==> config.mk <==
export PLATFORM = sky130hd
export DESIGN_NAME = uart_rx_store
export DESIGN_NICKNAME = d
export VERILOG_FILES = /design/src/rtl/rxq_pkg.sv /design/src/rtl/rxq_cfg_reg.sv /design/src/rtl/rxq_ring.sv /design/src/rtl/uart_rx_store.sv
export SDC_FILE = /design/constraint.sdc
export NUM_CORES = 1
export LEC_CHECK = 0
export ABC_AREA = 1
export BUFFER_PORTS_ARGS = -buffer_cell sky130_fd_sc_hd__buf_2
export CAP_MARGIN = 25
export CORE_MARGIN = 2
export CORE_UTILIZATION = 55
export DETAILED_ROUTE_END_ITERATION = 8
export HOLD_SLACK_MARGIN = 0.1
export PLACE_DENSITY = 0.74
export SETUP_SLACK_MARGIN = 0.3
export SYNTH_ARGS = -nofsm -noshare
export SYNTH_HDL_FRONTEND = slang
export SYNTH_SLANG_ARGS = --single-unit
export TNS_END_PERCENT = 100
==> constraint.sdc <==
create_clock -name clk -period 5.2 [get_ports clk]
set_input_delay 0 -clock clk [delete_from_list [all_inputs] [get_ports clk]]
set_output_delay 0 -clock clk [all_outputs]
set_load 0.005 [all_outputs]
==> src/rtl/rxq_pkg.sv <==
// rxq_pkg: control-word bit positions and the mode bundle shared by the
// receive buffer modules. Assumes an 8-bit control word.
package rxq_pkg;

    localparam int unsigned CFG_W        = 8;
    localparam int unsigned CFG_EN_BIT   = 0;  // selects the deep mode
    localparam int unsigned CFG_RRST_BIT = 1;  // empties the buffer when set with EN
    localparam int unsigned CFG_DMA_BIT  = 3;  // kept for the DMA stage
    localparam int unsigned CFG_TRIG_LO  = 6;  // trigger field low bit
    localparam int unsigned CFG_TRIG_HI  = 7;  // trigger field high bit

    // Bits that survive a write with EN set.
    localparam logic [CFG_W-1:0] CFG_KEEP =
        (CFG_W'(1) << CFG_EN_BIT)  | (CFG_W'(1) << CFG_DMA_BIT) |
        (CFG_W'(1) << CFG_TRIG_LO) | (CFG_W'(1) << CFG_TRIG_HI);

    // Mode information from the control register to the storage.
    typedef struct packed {
        logic wide;   // deep capacity selected
        logic flush;  // empty the buffer at the coming edge
    } rxq_mode_t;

endpackage

==> src/rtl/rxq_cfg_reg.sv <==
// rxq_cfg_reg: holds the control word and decodes each write.
// A write that flips EN, or that sets EN together with the receive-reset
// bit, raises flush in the same cycle. With EN clear, the whole word is
// cleared. With EN set, only the CFG_KEEP bits are stored.
// Assumes: synchronous active-low reset; flush is combinational from the write.
module rxq_cfg_reg
    import rxq_pkg::*;
(
    input  logic             clk,
    input  logic             rst_n,
    input  logic             wr_en,
    input  logic [CFG_W-1:0] wr_data,
    output logic [CFG_W-1:0] cfg_q,
    output rxq_mode_t        mode
);

    logic [CFG_W-1:0] cfg_d;
    logic             en_flip;
    logic             rx_reset;

    // Decode the write into the next word and the flush request.
    always_comb begin
        en_flip  = wr_en && (wr_data[CFG_EN_BIT] != cfg_q[CFG_EN_BIT]);
        rx_reset = wr_en && wr_data[CFG_EN_BIT] && wr_data[CFG_RRST_BIT];
        cfg_d    = cfg_q;
        if (wr_en) begin
            cfg_d = wr_data[CFG_EN_BIT] ? (wr_data & CFG_KEEP) : '0;
        end
        mode.flush = en_flip || rx_reset;
        mode.wide  = cfg_q[CFG_EN_BIT];
    end

    // Control word register.
    always_ff @(posedge clk) begin
        if (!rst_n) cfg_q <= '0;
        else        cfg_q <= cfg_d;
    end

    // a write with EN clear leaves the word at zero.
    p_cfg_clear_r5: assert property (@(posedge clk) disable iff (!rst_n)
        (wr_en && !wr_data[CFG_EN_BIT]) |=> (cfg_q == '0));

    // a write with EN set keeps only the selected bits.
    p_cfg_keep_r6: assert property (@(posedge clk) disable iff (!rst_n)
        (wr_en && wr_data[CFG_EN_BIT]) |=> (cfg_q == ($past(wr_data) & CFG_KEEP)));

    // without a write, the word holds.
    p_cfg_hold_r6: assert property (@(posedge clk) disable iff (!rst_n)
        !wr_en |=> $stable(cfg_q));

endmodule

==> src/rtl/rxq_ring.sv <==
// rxq_ring: circular byte store whose capacity is 1 or DEPTH, chosen by mode.wide.
// The pointers wrap at the current capacity. The count runs from 0 to capacity.
// The full check uses the count before any pop in the same cycle. Flush wins
// over push and pop in its cycle. The overrun pulse is registered: it is high
// in the cycle after the rejected push.
// Assumes: a change of wide always comes with a flush, so the pointers are
// zero when the capacity shrinks. The slots are not reset, because the
// output is gated by the count.
module rxq_ring
    import rxq_pkg::*;
#(
    parameter int unsigned DATA_W = 8,
    parameter int unsigned DEPTH  = 16,
    localparam int unsigned PTR_W = (DEPTH > 1) ? $clog2(DEPTH) : 1,
    localparam int unsigned CNT_W = $clog2(DEPTH + 1)
) (
    input  logic              clk,
    input  logic              rst_n,
    input  rxq_mode_t         mode,
    input  logic              push,
    input  logic [DATA_W-1:0] push_data,
    input  logic              pop,
    output logic              pop_ok,
    output logic [DATA_W-1:0] head_data,
    output logic [CNT_W-1:0]  count,
    output logic              ovr
);

    logic [PTR_W-1:0]                 wptr, rptr, lim;
    logic [CNT_W-1:0]                 cap;
    logic                             full, empty, do_push, do_pop;
    logic [DEPTH-1:0][DATA_W-1:0]     slots;

    // Current capacity and last pointer index.
    always_comb begin
        cap     = mode.wide ? CNT_W'(DEPTH) : CNT_W'(1);
        lim     = mode.wide ? PTR_W'(DEPTH - 1) : '0;
        full    = (count == cap);
        empty   = (count == '0);
        do_push = push && !full && !mode.flush;
        do_pop  = pop && !empty && !mode.flush;
    end

    // Storage slots, each written when selected by the write pointer.
    for (genvar i = 0; i < DEPTH; i++) begin : g_slot
        logic [DATA_W-1:0] slot_q;
        // Capture the pushed byte into this slot.
        always_ff @(posedge clk) begin
            if (do_push && (wptr == PTR_W'(i))) slot_q <= push_data;
        end
        assign slots[i] = slot_q;
    end

    // Pointer and occupancy update.
    always_ff @(posedge clk) begin
        if (!rst_n || mode.flush) begin
            wptr  <= '0;
            rptr  <= '0;
            count <= '0;
        end else begin
            if (do_push) wptr <= (wptr == lim) ? '0 : wptr + PTR_W'(1);
            if (do_pop)  rptr <= (rptr == lim) ? '0 : rptr + PTR_W'(1);
            case ({do_push, do_pop})
                2'b10:   count <= count + CNT_W'(1);
                2'b01:   count <= count - CNT_W'(1);
                default: count <= count;
            endcase
        end
    end

    // Overrun pulse, one cycle after the rejected push.
    always_ff @(posedge clk) begin
        if (!rst_n) ovr <= 1'b0;
        else        ovr <= push && full && !mode.flush;
    end

    assign pop_ok    = do_pop;
    assign head_data = empty ? '0 : slots[rptr];

    // occupancy never exceeds the active capacity.
    p_bound_r3: assert property (@(posedge clk) disable iff (!rst_n)
        count <= cap);

    // a flush leaves the buffer empty.
    p_flush_empty_r4: assert property (@(posedge clk) disable iff (!rst_n)
        mode.flush |=> (count == '0));

    // a push into a full buffer does not grow it and raises the overrun.
    p_reject_r8: assert property (@(posedge clk) disable iff (!rst_n)
        (push && full && !pop && !mode.flush) |=> (ovr && count == $past(count)));

    // a lone pop of an empty buffer changes nothing.
    p_empty_pop_r9: assert property (@(posedge clk) disable iff (!rst_n)
        (pop && empty && !push && !mode.flush) |=> (count == '0));

    // push and pop together below capacity keep the count.
    p_pair_r11: assert property (@(posedge clk) disable iff (!rst_n)
        (push && pop && !empty && !full && !mode.flush) |=> (count == $past(count)));

    // a flush cycle raises no overrun.
    p_flush_quiet_r13: assert property (@(posedge clk) disable iff (!rst_n)
        mode.flush |=> !ovr);

endmodule

==> src/rtl/uart_rx_store.sv <==
// uart_rx_store: receive character buffer with a run-time depth of 1 or DEPTH.
// The control register picks the depth and requests flushes; the ring holds
// the bytes. Assumes: at most one push and one pop per cycle; synchronous
// active-low reset.
module uart_rx_store
    import rxq_pkg::*;
#(
    parameter int unsigned DATA_W = 8,
    parameter int unsigned DEPTH  = 16
) (
    input  logic                       clk,
    input  logic                       rst_n,
    input  logic                       push_vld,
    input  logic [DATA_W-1:0]          push_byte,
    input  logic                       pop_req,
    output logic                       pop_vld,
    output logic [DATA_W-1:0]          pop_byte,
    input  logic                       cfg_wr,
    input  logic [7:0]                 cfg_wdata,
    output logic [7:0]                 cfg_q,
    output logic                       data_rdy,
    output logic                       ovr_pulse,
    output logic [$clog2(DEPTH+1)-1:0] level
);

    rxq_mode_t mode;

    rxq_cfg_reg u_cfg (
        .clk     (clk),
        .rst_n   (rst_n),
        .wr_en   (cfg_wr),
        .wr_data (cfg_wdata),
        .cfg_q   (cfg_q),
        .mode    (mode)
    );

    rxq_ring #(
        .DATA_W (DATA_W),
        .DEPTH  (DEPTH)
    ) u_ring (
        .clk       (clk),
        .rst_n     (rst_n),
        .mode      (mode),
        .push      (push_vld),
        .push_data (push_byte),
        .pop       (pop_req),
        .pop_ok    (pop_vld),
        .head_data (pop_byte),
        .count     (level),
        .ovr       (ovr_pulse)
    );

    // Ready whenever anything is held.
    assign data_rdy = (level != '0);

    // a valid pop needs a ready buffer.
    p_pop_needs_rdy_r12: assert property (@(posedge clk) disable iff (!rst_n)
        pop_vld |-> data_rdy);

endmodule

# Word level (Yosys, flattened, before mapping)
# Index checks and enable logic that the tools add are counted.
word_totals:
  inputBits: 21
  mem_bits_ro: 0
  mem_bits_rw: 0
  word_cells: 91
  output_inout_bits: 24
  regBits: 150
  mem_count: 0
  latchBits: 0
op_classes:
  add_sub_neg: 4
  n_eq_ne: 21
  reduce_logical: 35
  n_mul: 0
  n_div: 0
  muxes: 9
  bitwise_logic: 0
  order_cmp: 1
  shifts: 0
op_table:
  columns: ["cell", "n"]
  rows:
  - ["8-bit binary-select mux with 4-bit select", 1]
  - ["4-bit == test, second input constant", 8]
  - ["1-bit logical AND", 25]
  - ["8-bit 2-to-1 mux", 3]
  - ["4-bit by 3-bit == test with 1-bit output, second input constant", 4]
  - ["4-bit 2-to-1 mux", 3]
  - ["5-bit one-hot mux with 2 select lines", 1]
  - ["4-bit by 1-bit adder with 4-bit output, second input constant", 2]
  - ["4-bit by 2-bit == test with 1-bit output, second input constant", 2]
  - ["4-bit == test", 2]
  - ["5-bit by 1-bit adder with 5-bit output, second input constant", 1]
  - ["5-bit == test", 1]
  - ["5-bit logical NOT", 1]
  - ["4-bit by 5-bit less-than comparator with 1-bit output, second input constant", 1]
  - ["5-bit 2-to-1 mux", 1]
  - ["5-bit nonzero test", 1]
  - ["5-bit by 1-bit subtractor with 5-bit output, second input constant", 1]
  - ["4-bit by 1-bit == test with 1-bit output, second input constant", 1]
  - ["1-bit logical NOT", 4]
  - ["4-bit logical NOT", 1]
  - ["2-bit by 1-bit == test with 1-bit output, second input constant", 1]
  - ["2-bit == test, second input constant", 1]
  - ["1-bit logical OR", 2]
  - ["2-bit nonzero test", 1]
  - ["1-bit != test", 1]

# Depth between registers and ports, before layout
logic_depth:
  ltp_word: 7
  mapped_depth: 19

# Cells and area by module
# A second synthesis with hierarchy kept.
unflattened:
  cells_unflattened: 728
  area_unflattened_um2: 6780.3
by_module_without_submodules:
  columns: ["module", "instances", "area_each_um2", "cells_per_inst"]
  rows:
  - ["rxq_ring", 1, 6565.0, 696]
  - ["rxq_cfg_reg", 1, 198.9, 28]
  - ["uart_rx_store", 1, 16.3, 4]

# Worst setup path before layout
# OpenSTA, ideal clock, no wires.
synth_timing:
  path_type: "reg-to-reg"
  startpoint: "register u_ring.count[1]"
  endpoint: "register u_ring.count[4]"
  stages_incl_launch_ff: 17
  path_slack_ns: 3.095
  required_ns: 5.091
  arrival_time_ns: 1.996
  period_less_slack_ns: 2.105
  setup_time_ns: 0.109
  path_cell_list: "dfxtp_1 > nor2_1 > nand4_2 > nand3_4 > inv_2 > ha_1 > nand2_1 > inv_1 > nor2_1 > ha_1 > inv_1 > nand2_1 > nand3_1 > nand3b_1 > nand3_1 > nand2_1 > inv_1"
synth_between:
  elab_chain_cells: 6
  elab_cells_between_ends: 14
  cone_classes: "add/sub (2); eq/ne (3); mux (1); reduce/logical (8)"
synth_rtl:
  columns: ["element", "line_no", "source"]
  rows:
  - ["from (decl)", "rxq_ring.sv:25", "output logic [CNT_W-1:0] count,"]
  - ["from (signal assigned)", "rxq_ring.sv:64", "2'b10: count <= count + CNT_W'(1);"]
  - ["from (signal assigned)", "rxq_ring.sv:65", "2'b01: count <= count - CNT_W'(1);"]
  - ["from (signal assigned)", "rxq_ring.sv:66", "default: count <= count;"]
  - ["5-bit logical NOT (*)", "rxq_ring.sv:39", "empty = (count == '0);"]
  - ["1-bit logical NOT (*)", "rxq_ring.sv:41", "do_pop = pop && !empty && !mode.flush;"]
  - ["1-bit logical AND (*) (2 in a row)", "rxq_ring.sv:41", null]
  - ["via pop_vld", "uart_rx_store.sv:16", "output logic pop_vld,"]
  - ["2-bit by 1-bit == test with 1-bit output or 2-bit == test (tied branches)", "rxq_ring.sv:63", "case ({do_push, do_pop})"]
  - ["5-bit one-hot mux with 2 select lines or 2-bit nonzero test (tied branches)", null, null]
# The timed path passes the listed nets; every way through them passes the cells marked *.
# A chain may end at the register's enable or synchronous reset.

# Worst setup path in the final report
layout_timing:
  startpoint: "register u_ring.rptr[1]"
  endpoint: "output pop_byte[0]"
layout_between:
  elab_chain_cells: 3
layout_rtl:
  columns: ["element", "line_no", "source"]
  rows:
  - ["from (decl)", "rxq_ring.sv:29", "logic [PTR_W-1:0] wptr, rptr, lim;"]
  - ["from (signal assigned)", "rxq_ring.sv:62", "if (do_pop) rptr <= (rptr == lim) ? '0 : rptr + PTR_W'(1);"]
  - ["8-bit binary-select mux with 4-bit select", "rxq_ring.sv:78", "assign head_data = empty ? '0 : slots[rptr];"]
  - ["8-bit 2-to-1 mux (implied by the code)", "rxq_ring.sv:78", null]
  - ["8-bit 2-to-1 mux", "rxq_ring.sv:78", null]
  - ["to (decl)", "uart_rx_store.sv:17", "output logic [DATA_W-1:0] pop_byte,"]
# No other way between the ends. The select of a mux whose other input is x is not followed.

==> reports/summary.md <==
The run finished with clean final reports. The number of synthesized register bits works out to 146. In this run the static leakage power is 2.89 nW. The tool flagged a number of max-cap violations equal to 0.

The start point of the critical path was u_ring.rptr[1]. The count of final max-slew check failures was 0; the number of detailed-route iterations in the first pass was 6. 0 antenna diodes ended up in the layout. The most common cell after layout, fill and taps aside is sky130_fd_sc_hd__nand2_1. The worst hold path begins at cfg_wdata[0]. The congestion estimate from routability-driven global placement came to 0.805. The number of distinct library cells after synthesis was 31; the later-pin clock latency in the skew report was 420 ps. The tools report the register-to-register setup slack as 2640 ps. The final layout contains 708 nets.

The instance count after placement with tap cells included was 776. Of all nets on the critical path, the largest fanout is 20. Input and output buffers added on the ports amount to 37. All-layer global routing usage: 0.242. The run gives 14500 µm as the post-detailed-routing wire length. The initialized floorplan defines 39 standard-cell rows. Path category of the worst min-delay check: in2reg. In the routed layout, each cell is associated on average with a via count of 5.53.

The tightest slew margin relative to the limit is 0.327, and the largest clock skew in the final design is 6.91 ps. Counting the buffers created by CTS gives 17. The required time of the worst setup path is 5200 ps, and the number of global-route vias before repair is 4523.

The cell area that synthesis handed to floorplanning was 6450 µm². The logs give 0.249 mV for the peak ir drop on the vdd network and 11400 µm² for the core outline area. Height of the chip: 112 µm. The maximum number of pins on one net before global-route repair is 69, and the share of cells above drive strength 1 is 0.117. The floorplan die width works out to 112 µm. The final critical-path share of the clock period came out at 0.512. The tools report the kind of launch point of the worst setup path as a flip-flop. The cell area power density is 395 nW/µm², and the post-synthesis area per instance is 10.4 µm². Gate count after technology mapping: 621.

The root buffer cell chosen for the clock tree is sky130_fd_sc_hd__clkbuf_16. Final cell utilization of the core: 0.651. The slew of the pin with the lowest slew margin came out at 1010 ps. The library cells used most frequently in the layout, excluding fill and tap cells, are 235 x sky130_fd_sc_hd__nand2_1, 128 x sky130_fd_sc_hd__edfxtp_1, 71 x sky130_fd_sc_hd__nand3_1.

The number of warnings issued by yosys came out at 0. The logs give 146 for the TritonCTS sink count and 904 for the filler cell count. The total number of vias is 4611, and the final number of setup-violating endpoints is 0. The accumulated negative setup slack is 0 ps, and the number of gates given a new drive strength after cts is 0. The die covers 12600 µm².

The final count of hold timing violations was 0. The run gives 0.565 as the initial core utilization. In the final routed layout, each cell accounts on average for 17.4 µm.

Static timing analysis puts the maximum clock frequency at 375 MHz. TritonCTS built the clock tree. The violation count after the first detailed-routing iteration came out at 467.

Setup repair after global routing left no endpoint under its margin. The post-route cell area was 7440 µm². Instance area after placement: 6630 µm². The critical path start-end classification was reg2out.

Detailed placement finished with a half-perimeter wire length of 8720 µm. The finished layout holds 834 standard cells, fillers aside. The tools report the endpoint class of the critical path as an output pin. The H-tree was split into 4 levels. In this run the critical register-to-register path is launched from u_ring.count[1]. The first global-routing pass estimated 23100 µm of wire. The post-route minimum period works out to 2660 ps. The logs give 0 for the post-detailed-route DRC marker count and 0 for the number of antenna violations at the first check in global routing.

During I/O placement, the number of pins put on the boundary was 45. The sequential share of the synthesized area is 0.652, and the number of routed nets with antenna violations is 0. The clock passes through at most 2 buffers. The arrival time of the worst setup path came out at 2660 ps. After global routing the overflow that remains totals 0. The area added between synthesis and finish works out to 15.3%. After clock tree synthesis, the clock-pin slew on the worst setup and hold paths is 60 ps.
==> sequential cells by signal (all words and copies together) (netlist names) <==
name / cells
u_cfg.cfg_q: 4
u_ring.count: 5
u_ring.g_slot.slot_q: 128
u_ring.ovr: 1
u_ring.rptr: 4
u_ring.wptr: 4
==> kinds of logic (layout without fill, tap and decap cells) <==
family | Yosys count | in the layout | share of synthesized area
fa+ha+maj | 9 | 9 | 0.0175
other cells | 1 | 4 | 0.000582
compound gates | 37 | 37 | 0.0307
xor+xnor | 5 | 5 | 0.00679
flops | 146 | 146 | 0.652
buf+inv | 57 | 124 | 0.0516
simple gates | 366 | 366 | 0.241
==> final cells by class <==
class / count / area, µm² / share of cell area
Clock buffer: 25 / 465 / 0.0626
Timing Repair Buffer: 65 / 473 / 0.0636
Sequential cell: 146 / 4210 / 0.565
Tap cell: 143 / 179 / 0.0241
Clock inverter: 7 / 85.1 / 0.0114
Multi-Input combinational cell: 421 / 1920 / 0.259
Inverter: 27 / 106 / 0.0143
==> routing by layer <==
| metal | wire length [µm] | track usage |
|---|---|---|
| met5 | 0 | 0 |
| met4 | 267 | 0.0919 |
| met3 | 1050 | 0.0616 |
| met2 | 7190 | 0.402 |
| met1 | 5980 | 0.308 |
==> power breakdown <==
part / internal (mW) / switching [mW]
combinational: 0.157 / 0.299
sequential: 1.30 / 0.0332
clock: 0.713 / 0.432
total: 2.17 / 0.764
==> what timing repair did <==
item,4_1_cts,5_1_grt
hold buffers,26,0
hold endpoints to repair,145,0
buffers inserted,0,0
==> critical path, cell delays in order (launching register included) <==
cell and delay [ps]:
sky130_fd_sc_hd__dfxtp_1 920, sky130_fd_sc_hd__inv_4 260, sky130_fd_sc_hd__nor2_4 440, sky130_fd_sc_hd__nand2_1 100, sky130_fd_sc_hd__nand3_1 110, sky130_fd_sc_hd__a31oi_1 90, sky130_fd_sc_hd__nor2_1 190, sky130_fd_sc_hd__buf_2 140
==> metrics by stage <==
step	hold WS, ps	total power [mW]	worst slack, ps
final	136	2.94	2540
after global routing	176	3.05	2380
after CTS	130	2.94	2520
after detailed placement	276	1.80	2720
after global placement	270	1.78	2820
after floorplan	98.9	1.64	3100
==> cell usage after synthesis <==
master	n	area, µm²
sky130_fd_sc_hd__nand2_1	235	882
sky130_fd_sc_hd__edfxtp_1	128	3840
sky130_fd_sc_hd__nand3_1	71	355
sky130_fd_sc_hd__nor2_1	41	154
sky130_fd_sc_hd__a21oi_1	23	115
sky130_fd_sc_hd__inv_1	21	78.8
sky130_fd_sc_hd__dfxtp_1	18	360
sky130_fd_sc_hd__buf_2	13	65.1
sky130_fd_sc_hd__buf_6	9	101
sky130_fd_sc_hd__ha_1	9	113
sky130_fd_sc_hd__a31oi_1	8	50.1
sky130_fd_sc_hd__buf_4	8	60.1
sky130_fd_sc_hd__nand2_2	5	31.3
sky130_fd_sc_hd__o21ai_0	4	20.0
sky130_fd_sc_hd__xnor2_1	4	35.0
sky130_fd_sc_hd__inv_2	3	11.3
sky130_fd_sc_hd__inv_4	2	12.5
sky130_fd_sc_hd__nand3_4	2	35.0
sky130_fd_sc_hd__nand3b_1	2	15.0
sky130_fd_sc_hd__nand4_1	2	12.5
sky130_fd_sc_hd__nor2_4	2	22.5
sky130_fd_sc_hd__nor3_1	2	10.0
sky130_fd_sc_hd__clkinv_1	1	3.75
sky130_fd_sc_hd__conb_1	1	3.75
sky130_fd_sc_hd__nand2_4	1	11.3
sky130_fd_sc_hd__nand4_2	1	12.5
sky130_fd_sc_hd__nor2_2	1	6.26
sky130_fd_sc_hd__o21ai_1	1	5.00
sky130_fd_sc_hd__o21bai_1	1	7.51
sky130_fd_sc_hd__or2_2	1	6.26
sky130_fd_sc_hd__xor2_1	1	8.76
==> worst paths after layout <==
kind / to / depth (start not counted)
setup reg to reg: u_ring.count[4] / 16
setup / recovery: pop_byte[0] / 7
hold reg to reg: u_ring.rptr[3] / 2
hold / removal: u_ring.wptr[2] / 5
(Power assumes the default switching activity.)
